--- src/rtl/sgi_pkg.sv ---
package sgi_pkg;

    localparam int          ID_W     = 10;
    localparam int          SRC_W    = 3;
    localparam int          NUM_SGI  = 16;
    localparam int          SGI_W    = $clog2(NUM_SGI);
    localparam logic [ID_W-1:0] SPURIOUS = 10'd1023;

    typedef enum logic [2:0] {
        OP_IDLE   = 3'd0,
        OP_RAISE  = 3'd1,
        OP_ACK    = 3'd2,
        OP_EOI    = 3'd3,
        OP_CLRACT = 3'd4
    } bus_op_e;

    typedef enum logic [1:0] {
        RT_LIST   = 2'd0,
        RT_OTHERS = 2'd1,
        RT_SELF   = 2'd2,
        RT_NONE   = 2'd3
    } route_e;

    typedef struct packed {
        route_e           route;
        logic [7:0]       list;
        logic [SGI_W-1:0] num;
    } raise_t;

    function automatic raise_t unpack_raise(input logic [31:0] w);
        raise_t r;
        r.route = route_e'(w[25:24]);
        r.list  = w[23:16];
        r.num   = w[SGI_W-1:0];
        return r;
    endfunction

    function automatic logic [31:0] pack_ack(input logic [SRC_W-1:0] src,
                                             input logic [ID_W-1:0] id);
        return {{(32-SRC_W-ID_W){1'b0}}, src, id};
    endfunction

endpackage

--- src/rtl/sgi_target_decode.sv ---
module sgi_target_decode
    import sgi_pkg::*;
#(
    parameter int NCPU = 8
) (
    input  logic            valid,
    input  raise_t          req,
    input  logic [2:0]      writer,
    output logic [NCPU-1:0] targets
);
    for (genvar c = 0; c < NCPU; c++) begin : g_tgt
        always_comb begin
            unique case (req.route)
                RT_LIST:   targets[c] = valid & req.list[c];
                RT_OTHERS: targets[c] = valid & (writer != 3'(c));
                RT_SELF:   targets[c] = valid & (writer == 3'(c));
                default:   targets[c] = 1'b0;
            endcase
        end
    end
endmodule

--- src/rtl/sgi_cpu_bank.sv ---
module sgi_cpu_bank
    import sgi_pkg::*;
(
    input  logic               clk,
    input  logic               rst,
    input  logic               raise,
    input  logic [SGI_W-1:0]   raise_num,
    input  logic [SRC_W-1:0]   raise_src,
    input  logic               ack,
    input  logic               eoi,
    input  logic [ID_W-1:0]    eoi_id,
    input  logic               clr,
    input  logic [NUM_SGI-1:0] clr_mask,
    output logic               irq,
    output logic [31:0]        ack_word
);
    logic [NUM_SGI-1:0] pend, act, elig;
    logic [SRC_W-1:0]   src [NUM_SGI];
    logic [SGI_W-1:0]   sel;
    logic               any;

    assign elig = pend & ~act;
    assign irq  = any;

    always_comb begin
        sel = '0;
        any = 1'b0;
        for (int i = NUM_SGI - 1; i >= 0; i--) begin
            if (elig[i]) begin
                sel = SGI_W'(i);
                any = 1'b1;
            end
        end
    end

    assign ack_word = any ? pack_ack(src[sel], ID_W'(sel)) : pack_ack('0, SPURIOUS);

    always_ff @(posedge clk) begin
        if (rst) begin
            pend <= '0;
            act  <= '0;
            for (int i = 0; i < NUM_SGI; i++) src[i] <= '0;
        end else begin
            if (raise) begin
                pend[raise_num] <= 1'b1;
                src[raise_num]  <= raise_src;
            end
            if (ack && any) begin
                pend[sel] <= 1'b0;
                act[sel]  <= 1'b1;
            end
            if (eoi && (eoi_id < ID_W'(NUM_SGI)))
                act[eoi_id[SGI_W-1:0]] <= 1'b0;
            if (clr)
                act <= act & ~clr_mask;
        end
    end

    AST_ACK_ACTIVATES: assert property (@(posedge clk) disable iff (rst)
        (ack && any) |=> (act[$past(sel)] && !pend[$past(sel)]));
    AST_EOI_ENDS: assert property (@(posedge clk) disable iff (rst)
        (eoi && eoi_id < ID_W'(NUM_SGI)) |=> !act[$past(eoi_id[SGI_W-1:0])]);
    AST_CLR_ACTIVE: assert property (@(posedge clk) disable iff (rst)
        clr |=> ((act & $past(clr_mask)) == '0));
    AST_ACK_EMPTY_KEEPS: assert property (@(posedge clk) disable iff (rst)
        (ack && !any && !raise && !eoi && !clr) |=> ($stable(pend) && $stable(act)));
endmodule

--- src/rtl/sgi_distributor.sv ---
module sgi_distributor
    import sgi_pkg::*;
#(
    parameter int NCPU = 8
) (
    input  logic            clk,
    input  logic            rst,
    input  logic [2:0]      bus_op,
    input  logic [2:0]      bus_cpu,
    input  logic [31:0]     bus_wdata,
    output logic [31:0]     rd_data,
    output logic            rd_valid,
    output logic [NCPU-1:0] irq
);
    bus_op_e         op;
    raise_t          req;
    logic [NCPU-1:0] targets;
    logic [31:0]     words [NCPU];
    logic [31:0]     sel_word;

    assign op  = bus_op_e'(bus_op);
    assign req = unpack_raise(bus_wdata);

    sgi_target_decode #(.NCPU(NCPU)) u_dec (
        .valid   (op == OP_RAISE),
        .req     (req),
        .writer  (bus_cpu),
        .targets (targets)
    );

    for (genvar c = 0; c < NCPU; c++) begin : g_cpu
        logic me;
        assign me = (bus_cpu == 3'(c));
        sgi_cpu_bank u_bank (
            .clk       (clk),
            .rst       (rst),
            .raise     (targets[c]),
            .raise_num (req.num),
            .raise_src (bus_cpu),
            .ack       (me && op == OP_ACK),
            .eoi       (me && op == OP_EOI),
            .eoi_id    (bus_wdata[ID_W-1:0]),
            .clr       (me && op == OP_CLRACT),
            .clr_mask  (bus_wdata[NUM_SGI-1:0]),
            .irq       (irq[c]),
            .ack_word  (words[c])
        );
    end

    always_comb begin
        sel_word = pack_ack('0, SPURIOUS);
        for (int c = 0; c < NCPU; c++)
            if (bus_cpu == 3'(c)) sel_word = words[c];
    end

    always_ff @(posedge clk) begin
        if (rst) begin
            rd_data  <= '0;
            rd_valid <= 1'b0;
        end else begin
            rd_valid <= (op == OP_ACK);
            if (op == OP_ACK) rd_data <= sel_word;
        end
    end

    AST_SPURIOUS_CLEAN: assert property (@(posedge clk) disable iff (rst)
        (rd_valid && rd_data[ID_W-1:0] == SPURIOUS) |-> (rd_data[31:ID_W] == '0));
    AST_ROUTE_NONE_IGNORED: assert property (@(posedge clk) disable iff (rst)
        (op == OP_RAISE && req.route == RT_NONE) |=> $stable(irq));
    AST_RDVALID_FOLLOWS_ACK: assert property (@(posedge clk) disable iff (rst)
        rd_valid |-> ($past(bus_op) == 3'(OP_ACK)));
    AST_SELF_ONLY: assert property (@(posedge clk) disable iff (rst)
        (op == OP_RAISE && req.route == RT_SELF) |-> ((targets & ~(NCPU'(1) << bus_cpu)) == '0));
endmodule

--- config.mk ---
export PLATFORM = sky130hd
export DESIGN_NAME = sgi_distributor
export DESIGN_NICKNAME = d
export VERILOG_FILES = /design/src/rtl/sgi_pkg.sv /design/src/rtl/sgi_target_decode.sv /design/src/rtl/sgi_cpu_bank.sv /design/src/rtl/sgi_distributor.sv
export SDC_FILE = /design/constraint.sdc
export NUM_CORES = 2
export LEC_CHECK = 0
export BUFFER_PORTS_ARGS = -buffer_cell sky130_fd_sc_hd__buf_4
export CORE_MARGIN = 3
export CORE_UTILIZATION = 49
export CTS_CLUSTER_SIZE = 20
export DETAILED_ROUTE_END_ITERATION = 16
export HOLD_SLACK_MARGIN = 0.06
export RECOVER_POWER = 50
export REMOVE_ABC_BUFFERS = 1
export SETUP_SLACK_MARGIN = 0.3
export SYNTH_ARGS = -nofsm -noshare
export SYNTH_HDL_FRONTEND = slang
export SYNTH_SLANG_ARGS = --single-unit
--- constraint.sdc ---
create_clock -name clk -period 3.79 [get_ports clk]
set_input_delay 0.9475 -clock clk [delete_from_list [all_inputs] [get_ports clk]]
set_output_delay 0.9475 -clock clk [all_outputs]
set_load 0.02 [all_outputs]
Word level (Yosys, flattened, before mapping)
Memories as Yosys holds them, arrays and structs flattened.
Index checks and enable logic that the tools add are counted.
- flip-flop bits (word level): 289
- memory bits (writable): 384
- input bits: 40
- output and inout bits: 41
- word-level logic and storage cells: 619
- memories: 8
- memories (name ; words ; bits a word ; rd ports ; clocked after memory_dff ; write ports ; RTL line ; RTL):
    g_cpu[0].u_bank.src ; 16 ; 3 ; 1 ; 0 ; 16 ; sgi_cpu_bank.sv:18 ; logic [SRC_W-1:0] src [NUM_SGI];
    g_cpu[1].u_bank.src ; 16 ; 3 ; 1 ; 0 ; 16 ; sgi_cpu_bank.sv:18 ;
    g_cpu[2].u_bank.src ; 16 ; 3 ; 1 ; 0 ; 16 ; sgi_cpu_bank.sv:18 ;
    g_cpu[3].u_bank.src ; 16 ; 3 ; 1 ; 0 ; 16 ; sgi_cpu_bank.sv:18 ;
    g_cpu[4].u_bank.src ; 16 ; 3 ; 1 ; 0 ; 16 ; sgi_cpu_bank.sv:18 ;
    g_cpu[5].u_bank.src ; 16 ; 3 ; 1 ; 0 ; 16 ; sgi_cpu_bank.sv:18 ;
    2 more memories ; - ; - ; - ; - ; - ; - ;
- order comparisons: 19
- eq/ne operators: 20
- multiplexer cells: 404
- bitwise logic cells: 90
- reduce and logical (&&, ||, !) cells: 60
- operators by type and width (kind ; number):
    two-way mux 16 bit ; 56
    two-way mux 4 bit ; 136
    bitwise AND 16 bit ; 32
    NOT 16 bit ; 18
    two-way mux 32 bit ; 8
    bitwise OR 16 bit ; 16
    two-way mux 1 bit ; 171
    two-way mux 13 bit ; 8
    logical AND 1 bit ; 49
    less-than comparator 4 x 5 -> 1 bit (second input constant) ; 9
    demux 1 bit (select 4 bit) ; 9
    greater-or-equal comparator 4 x 1 -> 1 bit (second input constant) ; 9
    bitwise AND 1 bit ; 24
    two-way mux 3 bit ; 8
    one-hot mux 1 bit (3 select lines) ; 8
    OR reduction 3 bit ; 8
    equality test 3 bit (second input constant) ; 5
    equality test 3 x 2 -> 1 bit (second input constant) ; 4
    != test 3 bit (second input constant) ; 4
    less-than comparator 10 x 5 -> 1 bit (second input constant) ; 1
    equality test 3 x 1 -> 1 bit (second input constant) ; 2
    != test 3 x 2 -> 1 bit (second input constant) ; 2
    zero test 3 bit ; 1
    != test 3 x 1 -> 1 bit (second input constant) ; 1
    other kinds (4) ; 4

Logic depth before layout (Yosys ltp)
- depth after elaboration: 28
- depth in mapped cells: 13
- depth with buffers taken out: 10

Modules after synthesis
From an unflattened synthesis, not the netlist that was laid out.
- cell total of the unflattened synthesis: 4330
- area, all modules: 40317.4 um^2
- by module, submodules not included (module ; instances ; cells an instance ; area each (um^2) ; seq. area each (um^2)):
    sgi_cpu_bank (g_cpu[2].u_bank ...) ; 4 ; 486 ; 4625.7 ; 2082.0
    sgi_cpu_bank (g_cpu[5].u_bank ...) ; 2 ; 490 ; 4654.5 ; 2082.0
    sgi_cpu_bank (g_cpu[1].u_bank) ; 1 ; 472 ; 4451.8 ; 2082.0
    sgi_cpu_bank (g_cpu[0].u_bank) ; 1 ; 458 ; 4449.3 ; 2082.0
    sgi_distributor ; 1 ; 433 ; 3301.9 ; 660.6
    sgi_target_decode ; 1 ; 43 ; 302.8 ; 0.0

Worst setup path after synthesis
Ideal clock, no wire load.
- kind: in2reg
- start point: input port bus_cpu[0]
- end point: memory g_cpu[2].u_bank.src[0][0], data pin
- setup time: 0.266 ns
- arrival: 2.940 ns
- data required time: 3.524 ns
- path slack: 0.584 ns
- cell stages on the path: 8
- buffers on the path: 3
- path through: clkbuf_1 nor3b_1 mux2i_1 nor2_1 o21ai_0 clkbuf_1 clkbuf_1 nor2_1
- RTL lines (item ; RTL line ; RTL):
    start: declaration ; sgi_distributor.sv:9 ; input logic [2:0] bus_cpu,
    end: declaration ; sgi_cpu_bank.sv:18 ;

Final worst setup path
- start point: register g_cpu[3].u_bank.act[5]
- end point: register rd_data[12]
- longest elaborated chain between the ends: 15
- elaborated cells between the ends (all ways): 21
- classes of those cells: 18 x mux; 2 x bitwise; 1 x memory
- RTL lines (item ; RTL line ; RTL):
    start: declaration ; sgi_cpu_bank.sv:17 ; logic [NUM_SGI-1:0] pend, act, elig;
    start signal: assignment ; sgi_cpu_bank.sv:55 ; act <= act & ~clr_mask;
    NOT 16 bit (*) ; sgi_cpu_bank.sv:22 ; assign elig = pend & ~act;
    bitwise AND 16 bit (*) ; sgi_cpu_bank.sv:22 ;
    two-way mux 4 bit (6 in series) ; sgi_cpu_bank.sv:29 ; if (elig[i]) begin
    memory read (16 x 3 bit) ; - ;
    two-way mux 13 bit (*) ; sgi_cpu_bank.sv:36 ; assign ack_word = any ? pack_ack(src[sel], ID_W'(sel)) : pack_ack('0, SPURIOUS);
    two-way mux 32 bit (*) (5 in series) ; sgi_distributor.sv:53 ; if (bus_cpu == 3'(c)) sel_word = words[c];
    end signal: assignment ; sgi_distributor.sv:62 ; if (op == OP_ACK) rd_data <= sel_word;
    end: declaration ; sgi_distributor.sv:11 ; output logic [31:0] rd_data,
Every way passes the cells marked *; elsewhere a longest branch is shown, timed or not.
A chain may end at the register's enable or synchronous reset.

==> impl_metrics.json <==
{
  "worst_pin_slew_ns": 1.698,
  "end_kind": "register",
  "fill_cells": 5820,
  "place_area_um2": 34250,
  "clock_path_buffers": 3,
  "syn_area_um2": 32430,
  "drive_gt1_share_pct": 10.66,
  "post_drt_wl_per_cell_um": 29.71,
  "place_hpwl_um": 93400,
  "cp_slowest_cell": "o22ai_2",
  "io_buffer_count": 55,
  "violations": "max-capacitance violations, max-slew violations",
  "worst_setup_path_start_kind": "register",
  "whs_ns": 0.4650,
  "ys_types": 94,
  "min_path_type": "reg -> reg",
  "critPathTopFamily": "simple AND/OR/NAND/NOR gates",
  "avgSynthCellArea_um2": 9.358,
  "fin_ws_ns": 0.3461,
  "coreArea_um2": 64930,
  "endpoint": "rd_data[12]$_SDFFE_PP0P_",
  "track_usage_pct": 36.61,
  "clkTransAtPathRegs_ns": 0.06,
  "tns_ns": 0,
  "rr_startpoint": "g_cpu[3].u_bank.act[5]$_SDFF_PP0_",
  "ys_async_sr_fraction_pct": 0,
  "required_ns": 4.34,
  "synth-seq-area-share_pct": 51.92,
  "drt_first_pass_iters": 6,
  "syn_inst": 3465,
  "drt_iter0_markers": 3872,
  "ir_worst_vdd_mv": 0.3674,
  "fin_crit_sh_pct": 90.87,
  "post-route-util_pct": 56.21,
  "htree_levels": 3,
  "vias": 28830,
  "path_cells": "nand2b_1 > nand3_1 > nand4_1 > o22ai_2 > mux2_2 > nor2_1 > or4_1 > o21ai_1 > and4b_1 > a311oi_1",
  "postCtsSetupRepairBufs": 0,
  "cts_tree": "built",
  "die_x_um": 263.2,
  "rr_worst_depth": 10,
  "synth-seq-cells": 649,
  "area_growth_pct": 12.54,
  "finalInstanceArea_um2": 36490,
  "synth_top_family_by_area": "simple AND/OR/NAND/NOR gates",
  "clock-sinks": 649,
  "place_congestion": 1.019,
  "power_mw": 16.02,
  "layout.cells.non_filler": 4402,
  "grt-ovfl-total": 0,
  "crit_path_max_incr_delay_ns": 0.78,
  "p_leak_nw": 12.46,
  "rsz0062_at_grt": "false",
  "synth_compound_area_share_pct": 18.79,
  "hold_start": "rd_data[0]$_SDFFE_PP0P_",
  "reg2reg_slack_ns": 0.35,
  "pwr_density_cell_nw_per_um2": 439.0,
  "placed_cells": 4273,
  "cts_root_buffer": "clkbuf_16",
  "rows": 93,
  "synthMuxAreaShare_pct": 4.985,
  "hold_violations": 0,
  "dieArea_um2": 69300,
  "synthSimpleGateAreaFrac_pct": 20.29,
  "setup_viol": 0,
  "synthFlopType": "edfxtp_1",
  "drv_cap": 1,
  "relSlewSlack_pct": -13.18,
  "synth_fa_ha_area_share_pct": 0.1158,
  "ys_warn_count": 0,
  "fin_worst_skew_ns": 0.01899,
  "worstPathArrival_ns": 4.00,
  "outcome": "finished, violations left",
  "maxSlewViolCount": 21,
  "viasPerCell": 6.550,
  "crit_fanout": 10,
  "grt_pass1_vias": 27220,
  "synth_edf_count": 384,
  "grt_pass1_wl_um": 186100,
  "nets": 3537,
  "synthXorXnorAreaFrac_pct": 0,
  "dpl_worst_slack_ns": 0.2234,
  "cp.depth": 10,
  "path_class": "reg -> reg",
  "drc": 0,
  "clk_latency_ns": 0.65,
  "die_height_um": 263.2,
  "r2r-end": "rd_data[12]$_SDFFE_PP0P_",
  "initial_core_util_pct": 49.94,
  "antenna_left": 0,
  "fmax_mhz": 290.4,
  "wl_um": 130800,
  "crit_buf_inv": 0,
  "antenna_found_initial": 1,
  "period_needed_ns": 3.444,
  "pin_count": 81,
  "startpoint": "g_cpu[3].u_bank.act[5]$_SDFF_PP0_",
  "grt_max_degree": 121,
  "cts_made_buffers": 74
}
[registers in the layout, indices dropped and copies added, names as in the netlist]
register	count
g_cpu.u_bank.pend	128
g_cpu.u_bank.src	384
rd_valid	1
g_cpu.u_bank.act	128
rd_data	8
[routing by layer]
| layer | vias up | routed length (µm) | global-route usage, % |
|---|---|---|---|
| met1 | 14080 | 50820 | 48.98 |
| met4 | 0 | 7715 | 18.89 |
| met5 | - | 0 | 0 |
| met2 | 1832 | 57360 | 55.49 |
| met3 | 369 | 14870 | 8.729 |
| li1 | 12550 | - | - |
[power by group]
group          total (mW)  internal, mW  switching, mW
Combinational        1.04         0.267          0.774
Sequential           7.76          7.67         0.0849
Clock                7.22          4.16           3.06
[cells in the final DEF, fill, tap and decap left out, drive strengths merged, types with 8 or more instances in the layout]
master and n:
clkinv 20, buf 168, a21oi 303, or2 17, and3 11, nor3 79, nor4 19, o22ai 31
a2111oi 11, nor2b 107, a21o 131, a31oi 15, and2 29, nand4 26, nand3 77, nor2 562
conb 19, o21ai 51, nand2 405, dfxtp 265, edfxtp 384, o211ai 126, o22a 8, inv 26
o31ai 13, mux2 17, mux2i 142, o21a 13, a22oi 14, a311oi 8, a211oi 106, nand2b 91
clkbuf 135, a221oi 8
[worst min-delay path, cell delays in order, from the launching register on]
cell	delay, ns
dfxtp_1	0.31
nand2_1	0.05
a21oi_1	0.05
[cells by family (layout without fill, tap and decap cells)]
group / Yosys count / in the layout
AOI/OAI and AO/OA: 909 / 909
adders and majority gates: 3 / 3
buffers and inverters: 292 / 355
DFF: 649 / 649
muxes: 159 / 159
other: 1 / 20
and+or+nand+nor: 1452 / 1452
[synthesized netlist by cell type (8+ instances only)]
library cell	number	area, µm²
a2111oi_0	11	96.34
a211oi_1	105	788.3
a21o_1	131	983.4
a21oi_1	302	1511
a22oi_1	13	97.59
a31oi_1	15	93.84
and2_1	28	175.2
and3_1	11	68.82
buf_1	28	105.1
buf_2	17	85.08
buf_4	36	270.3
clkbuf_1	186	698.2
dfxtp_1	265	5305
edfxtp_1	384	11530
inv_1	24	90.09
mux2_2	15	168.9
mux2i_1	142	1421
nand2_1	405	1520
nand2b_1	90	563.0
nand3_1	77	385.4
nand4_1	26	162.7
nor2_1	561	2106
nor2b_1	106	663.1
nor3_1	78	390.4
nor4_1	15	93.84
o211ai_1	126	945.9
o21a_1	13	97.59
o21ai_0	44	220.2
o22a_1	8	70.07
o22ai_1	30	187.7
o31ai_1	12	90.09
or2_2	16	100.1
[how the worst min path moves through the flow]
stage | endpoint | cells after the start
2_1_floorplan | g_cpu[0].u_bank.act[3]$_SDFF_PP0_ | 2
3_3_place_gp | rd_data[0]$_SDFFE_PP0P_ | 2
3_5_place_dp | rd_data[0]$_SDFFE_PP0P_ | 2
4_1_cts | rd_data[0]$_SDFFE_PP0P_ | 2
5_1_grt | g_cpu[7].u_bank.act[11]$_SDFF_PP0_ | 2
6_report | rd_data[0]$_SDFFE_PP0P_ | 2
[timing repair]
action,4_1_cts,5_1_grt
setup endpoints to repair,0,7
hold buffers,0,0
endpoints found under the hold margin,0,0
resized for setup,0,8
[final cells by class]
cell class | instances | area, µm² | share of cell area [%]
flip-flops and latches | 649 | 16840 | 46.13
multi-input cells | 2542 | 14600 | 40.00
clock buffers | 100 | 2051 | 5.619
repair buffers | 203 | 1500 | 4.111
well taps | 855 | 1070 | 2.931
clock inverters | 28 | 346.6 | 0.9497
inverters | 24 | 90.09 | 0.2469
diodes | 1 | 2.502 | 0.006857
(Power assumes the default switching activity.)
